$ cat config.mk
export PLATFORM = sky130hd
export DESIGN_NAME = lut_cell
export DESIGN_NICKNAME = d
export VERILOG_FILES = /design/src/rtl/lut_cell_pkg.sv /design/src/rtl/lut_cfg_store.sv /design/src/rtl/lut_func.sv /design/src/rtl/lut_out_stage.sv /design/src/rtl/lut_cell.sv
export SDC_FILE = /design/constraint.sdc
export NUM_CORES = 1
export LEC_CHECK = 0
export ABC_CLOCK_PERIOD_IN_PS = 3200
export BUFFER_PORTS_ARGS = -buffer_cell sky130_fd_sc_hd__buf_2
export CORE_MARGIN = 5
export CORE_UTILIZATION = 60
export DETAILED_ROUTE_END_ITERATION = 7
export GPL_ROUTABILITY_DRIVEN = 0
export PLACE_DENSITY_LB_ADDON = 0.3
export SLEW_MARGIN = 30
export SYNTH_ARGS = -nofsm -noshare
export SYNTH_HDL_FRONTEND = slang
export SYNTH_SLANG_ARGS = --single-unit
$ cat constraint.sdc
create_clock -name clk_i -period 3.2 [get_ports clk_i]
set_clock_uncertainty 0.15 [all_clocks]
set_input_delay 0.64 -clock clk_i [delete_from_list [all_inputs] [get_ports clk_i]]
set_output_delay 0.64 -clock clk_i [all_outputs]
set_load 0.02 [all_outputs]
$ cat src/rtl/lut_cell_pkg.sv
package lut_cell_pkg;
  localparam int LUT_IN    = 4;
  localparam int LUT_DEPTH = 1 << LUT_IN;
  localparam int NUM_OUT   = 2;
  localparam int MODE_W    = 2;
  localparam int CFG_W     = NUM_OUT * LUT_DEPTH + MODE_W + NUM_OUT;

  typedef enum logic [MODE_W-1:0] {
    MODE_DUAL  = 2'b00,
    MODE_WIDE  = 2'b01,
    MODE_CARRY = 2'b10,
    MODE_RAM   = 2'b11
  } cell_mode_e;

  // Field order is the serial load order (MSB shifted in first)
  typedef struct packed {
    logic                 reg_y;
    logic                 reg_x;
    cell_mode_e           mode;
    logic [LUT_DEPTH-1:0] g_tab;
    logic [LUT_DEPTH-1:0] f_tab;
  } cell_cfg_t;
endpackage

$ cat src/rtl/lut_cfg_store.sv
module lut_cfg_store
  import lut_cell_pkg::*;
(
  input  logic              clk_i,
  input  logic              rst_ni,
  input  logic              cfg_en_i,
  input  logic              cfg_bit_i,
  input  logic              ram_we_i,
  input  logic [LUT_IN-1:0] ram_addr_i,
  input  logic [NUM_OUT-1:0] ram_data_i,
  output cell_cfg_t         cfg_o
);
  cell_cfg_t cfg_q;

  always_ff @(posedge clk_i or negedge rst_ni) begin
    if (!rst_ni) begin
      cfg_q <= '0;
    end else if (cfg_en_i) begin
      cfg_q <= cell_cfg_t'({cfg_q[CFG_W-2:0], cfg_bit_i});
    end else if (ram_we_i) begin
      cfg_q.f_tab[ram_addr_i] <= ram_data_i[0];
      cfg_q.g_tab[ram_addr_i] <= ram_data_i[1];
    end
  end

  assign cfg_o = cfg_q;
endmodule

$ cat src/rtl/lut_func.sv
module lut_func
  import lut_cell_pkg::*;
(
  input  cell_cfg_t         cfg_i,
  input  logic [LUT_IN-1:0] in_f_i,
  input  logic [LUT_IN-1:0] in_g_i,
  input  logic              sel_e_i,
  input  logic              carry_i,
  output logic              x_o,
  output logic              y_o,
  output logic              carry_o
);
  localparam int SLICE_W = NUM_OUT;

  logic [SLICE_W:0]   c_chain;
  logic [SLICE_W-1:0] sum;

  assign c_chain[0] = carry_i;

  // Dedicated generate/propagate path, independent of the tables
  for (genvar i = 0; i < SLICE_W; i++) begin : g_slice
    logic prop, gen;
    assign prop         = in_f_i[i] ^ in_g_i[i];
    assign gen          = in_f_i[i] & in_g_i[i];
    assign sum[i]       = prop ^ c_chain[i];
    assign c_chain[i+1] = gen | (prop & c_chain[i]);
  end

  always_comb begin
    x_o     = 1'b0;
    y_o     = 1'b0;
    carry_o = 1'b0;
    unique case (cfg_i.mode)
      MODE_DUAL: begin
        x_o = cfg_i.f_tab[in_f_i];
        y_o = cfg_i.g_tab[in_g_i];
      end
      MODE_WIDE: begin
        x_o = sel_e_i ? cfg_i.f_tab[in_f_i] : cfg_i.g_tab[in_f_i];
      end
      MODE_CARRY: begin
        x_o     = sum[0];
        y_o     = sum[1];
        carry_o = c_chain[SLICE_W];
      end
      MODE_RAM: begin
        x_o = cfg_i.f_tab[in_f_i];
        y_o = cfg_i.g_tab[in_f_i];
      end
      default: ;
    endcase
  end
endmodule

$ cat src/rtl/lut_out_stage.sv
module lut_out_stage (
  input  logic clk_i,
  input  logic rst_ni,
  input  logic srst_i,
  input  logic hold_i,
  input  logic use_reg_i,
  input  logic d_i,
  output logic q_o
);
  logic q_r;

  always_ff @(posedge clk_i or negedge rst_ni) begin
    if (!rst_ni)               q_r <= 1'b0;
    else if (srst_i || hold_i) q_r <= 1'b0;
    else                       q_r <= d_i;
  end

  assign q_o = hold_i ? 1'b0 : (use_reg_i ? q_r : d_i);
endmodule

$ cat src/rtl/lut_cell.sv
module lut_cell
  import lut_cell_pkg::*;
(
  input  logic              clk_i,
  input  logic              rst_ni,
  input  logic              srst_i,
  input  logic              cfg_en_i,
  input  logic              cfg_bit_i,
  input  logic [LUT_IN-1:0] in_f_i,
  input  logic [LUT_IN-1:0] in_g_i,
  input  logic              sel_e_i,
  input  logic              carry_i,
  input  logic              wr_en_i,
  input  logic [NUM_OUT-1:0] wr_data_i,
  output logic              x_o,
  output logic              y_o,
  output logic              carry_o
);
  cell_cfg_t          cfg_q;
  cell_mode_e         cur_mode;
  logic               ram_we;
  logic               x_c, y_c, co_c;
  logic [NUM_OUT-1:0] comb_out, use_reg, out_q;

  assign cur_mode = cfg_q.mode;
  assign ram_we   = wr_en_i && !cfg_en_i && (cur_mode == MODE_RAM);

  lut_cfg_store u_store (
    .clk_i      (clk_i),
    .rst_ni     (rst_ni),
    .cfg_en_i   (cfg_en_i),
    .cfg_bit_i  (cfg_bit_i),
    .ram_we_i   (ram_we),
    .ram_addr_i (in_f_i),
    .ram_data_i (wr_data_i),
    .cfg_o      (cfg_q)
  );

  lut_func u_func (
    .cfg_i   (cfg_q),
    .in_f_i  (in_f_i),
    .in_g_i  (in_g_i),
    .sel_e_i (sel_e_i),
    .carry_i (carry_i),
    .x_o     (x_c),
    .y_o     (y_c),
    .carry_o (co_c)
  );

  assign comb_out = {y_c, x_c};
  assign use_reg  = {cfg_q.reg_y, cfg_q.reg_x};

  for (genvar k = 0; k < NUM_OUT; k++) begin : g_out
    lut_out_stage u_stage (
      .clk_i     (clk_i),
      .rst_ni    (rst_ni),
      .srst_i    (srst_i),
      .hold_i    (cfg_en_i),
      .use_reg_i (use_reg[k]),
      .d_i       (comb_out[k]),
      .q_o       (out_q[k])
    );
  end

  assign x_o     = out_q[0];
  assign y_o     = out_q[1];
  assign carry_o = cfg_en_i ? 1'b0 : co_c;
endmodule

==> results.yml <==
yosys:
  syn_inst: 246
  synth_top_area_share_pct: 38.1
  synth_flop_cell: "dfrtp_1"
  yosysMostFrequentCell: "nand2_1"
  ys_ff_latch: 38
  yosys.area_share.simple_pct: 16.9
  syn-num-nets: 270
  netlist_top_cells_area: "dfrtp_1, mux2i_1, nand2_1"
  ys_warn_count: 0
  synth_edf_count: 0
  synth-xor-area-share_pct: 0
  synth_mux_area_share_pct: 25.0
  synth_commonest_cells: "nand2_1, dfrtp_1, mux2i_1"
  synth-adder-area-share_pct: 3.61
  synth_top_area_cell: "dfrtp_1"
  netlist_area_mm2: 0.00249
  synth_top_family_by_area: "multiplexers"
  synth_compound_area_share_pct: 11.7
  seq_area_frac_synth_pct: 38.1
  async_reset_ff_share_pct: 100
  syn_area_per_cell_um2: 10.1
  ys_types: 40
floorplanning:
  die-area_mm2: 0.00555
  rows: 23
  core_area_mm2: 0.00403
  die_y_um: 74.5
  start_util_pct: 61.9
  die_w_um: 74.5
  ioPinCount: 21
clock_network:
  cts_setup_buffers: 0
  clk_pin_slew_worst_paths_ps: 70
  ctsLongestPathBuffers: 2
  insertion_delay_ps: 290
  htreeDepth: 2
  cts.sinks: 38
  cts_tree: "done"
  cts_root_buffer: "clkbuf_8"
  numCtsBuffers: 5
final_layout:
  regArea_um2: 951
  nFillCells: 306
  areaGrowthSynthToFinish_pct: 11.5
  drive_gt1_share_pct: 21.1
  final_core_util_pct: 69.0
  multi_input_area_mm2: 0.00145
  diodes: 0
  nets: 288
worst_setup_path:
  slowest_stage: "fa_1"
  cp.required_ps: 2410
  r2r_start: "u_store.cfg_o[33]"
  worstSetupEndpointType: "output pin"
  reg2regPathDepth: 6
  worstSetupPathType: "in2out"
  rrSetupSlack_ps: 1150
  cp.arrival_ps: 2330
  max_stage_delay_ps: 440
  startpoint_type: "primary input"
  reg2reg_to: "u_store.cfg_o[13]"
  crit_path_max_fanout: 2
  crit_start: "in_f_i[0]"
  cp_cell_sequence: "buf_2 > fa_1 > fa_1 > nand2_1 > o41ai_2 > nor4_2 > o22ai_1 > buf_2"
drt:
  met2_length_um: 2590
  via_count: 1956
  routed_wl_um: 5570
  drt_first_iter_violations: 121
  wire_per_inst_um: 17.7
  viasPerCell: 6.21
  postRouteAntennaNets: 0
  drc: 0
  dr.pass1.iters: 4
  wl_met1_um: 2430
  routed-wl-met3_um: 401
  dr.max_layer_used: "met4"
place:
  hpwl_um: 4000
  port_buffers: 20
  dp_worst_setup_slack_ps: 58.7
power:
  p_leak_nw: 1.21
  total_power_mw: 1.34
  ir_worst_vdd_uv: 345
  p_per_area_mw_per_mm2: 484
timing:
  grt_setup_unrepaired: "true"
  maxSlewHeadroom_pct: 67.5
  slew_violations: 0
  hold_violations: 0
  period_needed_ps: 3120
  fmax_mhz: 321
  worstMarginPinSlew_ps: 487
  finalSetupViolCount: 0
  period_share_pct: 97.4
  timing.final.ws_setup_ps: 84.1
global_route:
  grt_use_total_pct: 22.4
  grt_pass1_wl_um: 9250
  grt_max_degree: 48
  antenna_found_initial: 0
  grt_overflow_total: 0
  grt_pass1_vias: 1890
hold_path:
  min_path_type: "in2async"
flow_run:
  max-cap-violations: 0
status:
  outcome: "completed"
[layout by cell type (no fill, tap or decap), drive strengths merged, types with 2 or more instances in the layout]
master   count
bufinv       2
a211oi       2
nand2b       7
nand4        2
or3          4
a2111oi      2
mux2         6
buf         23
nand2       44
o22ai        3
nor2b        5
mux4         8
ha           4
mux2i       36
nor4         4
o311ai       2
fa           2
nor2        12
dfrtp       38
inv          4
clkbuf       9
nor3         2
o21ai       35
[layer usage]
layer | vias to the layer above | GRT usage (%)
li1 | 931 | -
met4 | 0 | 9.88
met3 | 13 | 6.76
met5 | - | 0
met1 | 946 | 29.1
met2 | 66 | 34.8
[layout make-up]
class                      instances  share of cell area, %
multi-input combinational        189                   52.3
sequential                        38                   34.2
timing repair buffer              26                   5.58
clock buffer                       6                   2.97
tap                               50                   2.25
clock inverter                     2                   2.16
inverter                           4                  0.540
[logic make-up after synthesis]
group,count (synthesis)
and+or+nand+nor,84
adders and majority gates,6
buffers and inverters,19
DFF,38
AOI/OAI and AO/OA,49
muxes,50
[worst max-delay path, delay by kind of cell]
kind,cells,cell delay [ps]
fa+ha+maj,2,870
simple gates,2,340
buf+inv,2,290
compound gates,2,180
[per-stage QoR]
| stage | instance area (um2) | hold WS, ps | TNS (ps) | instances |
|---|---|---|---|---|
| after floorplan | 2490 | 194 | 0 | 246 |
| after global placement | 2600 | 341 | 0 | 307 |
| after detailed placement | 2600 | 348 | 0 | 307 |
| after CTS | 2740 | 330 | 0 | 315 |
| after global routing | 2780 | 198 | -6.91 | 315 |
| final | 2780 | 153 | 0 | 315 |
[worst max-delay path by stage]
stage           to  slack (ps)
2_1_floorplan  x_o         130
3_3_place_gp   x_o         120
3_5_place_dp   x_o          60
4_1_cts        x_o          50
5_1_grt        y_o          -7
6_report       y_o          80
[power breakdown]
part           total, mW  leakage (nW)  switching, mW  internal (mW)
combinational      0.238         0.622          0.125          0.113
sequential         0.602         0.515         0.0605          0.541
clock              0.505        0.0714          0.172          0.333
total               1.34          1.21          0.358          0.987
[sequential cells by signal (all words and copies together), names as in the netlist]
name               cells
g_out.u_stage.q_r      2
u_store.cfg_o         36
[what timing repair did]
| action | 4_1_cts | 5_1_grt |
|---|---|---|
| resized for setup | 0 | 10 |
| endpoints found under the setup margin | 0 | 2 |
| hold endpoints to repair | 0 | 0 |
| hold buffers | 0 | 0 |
Power figures use the tool's default switching activity.
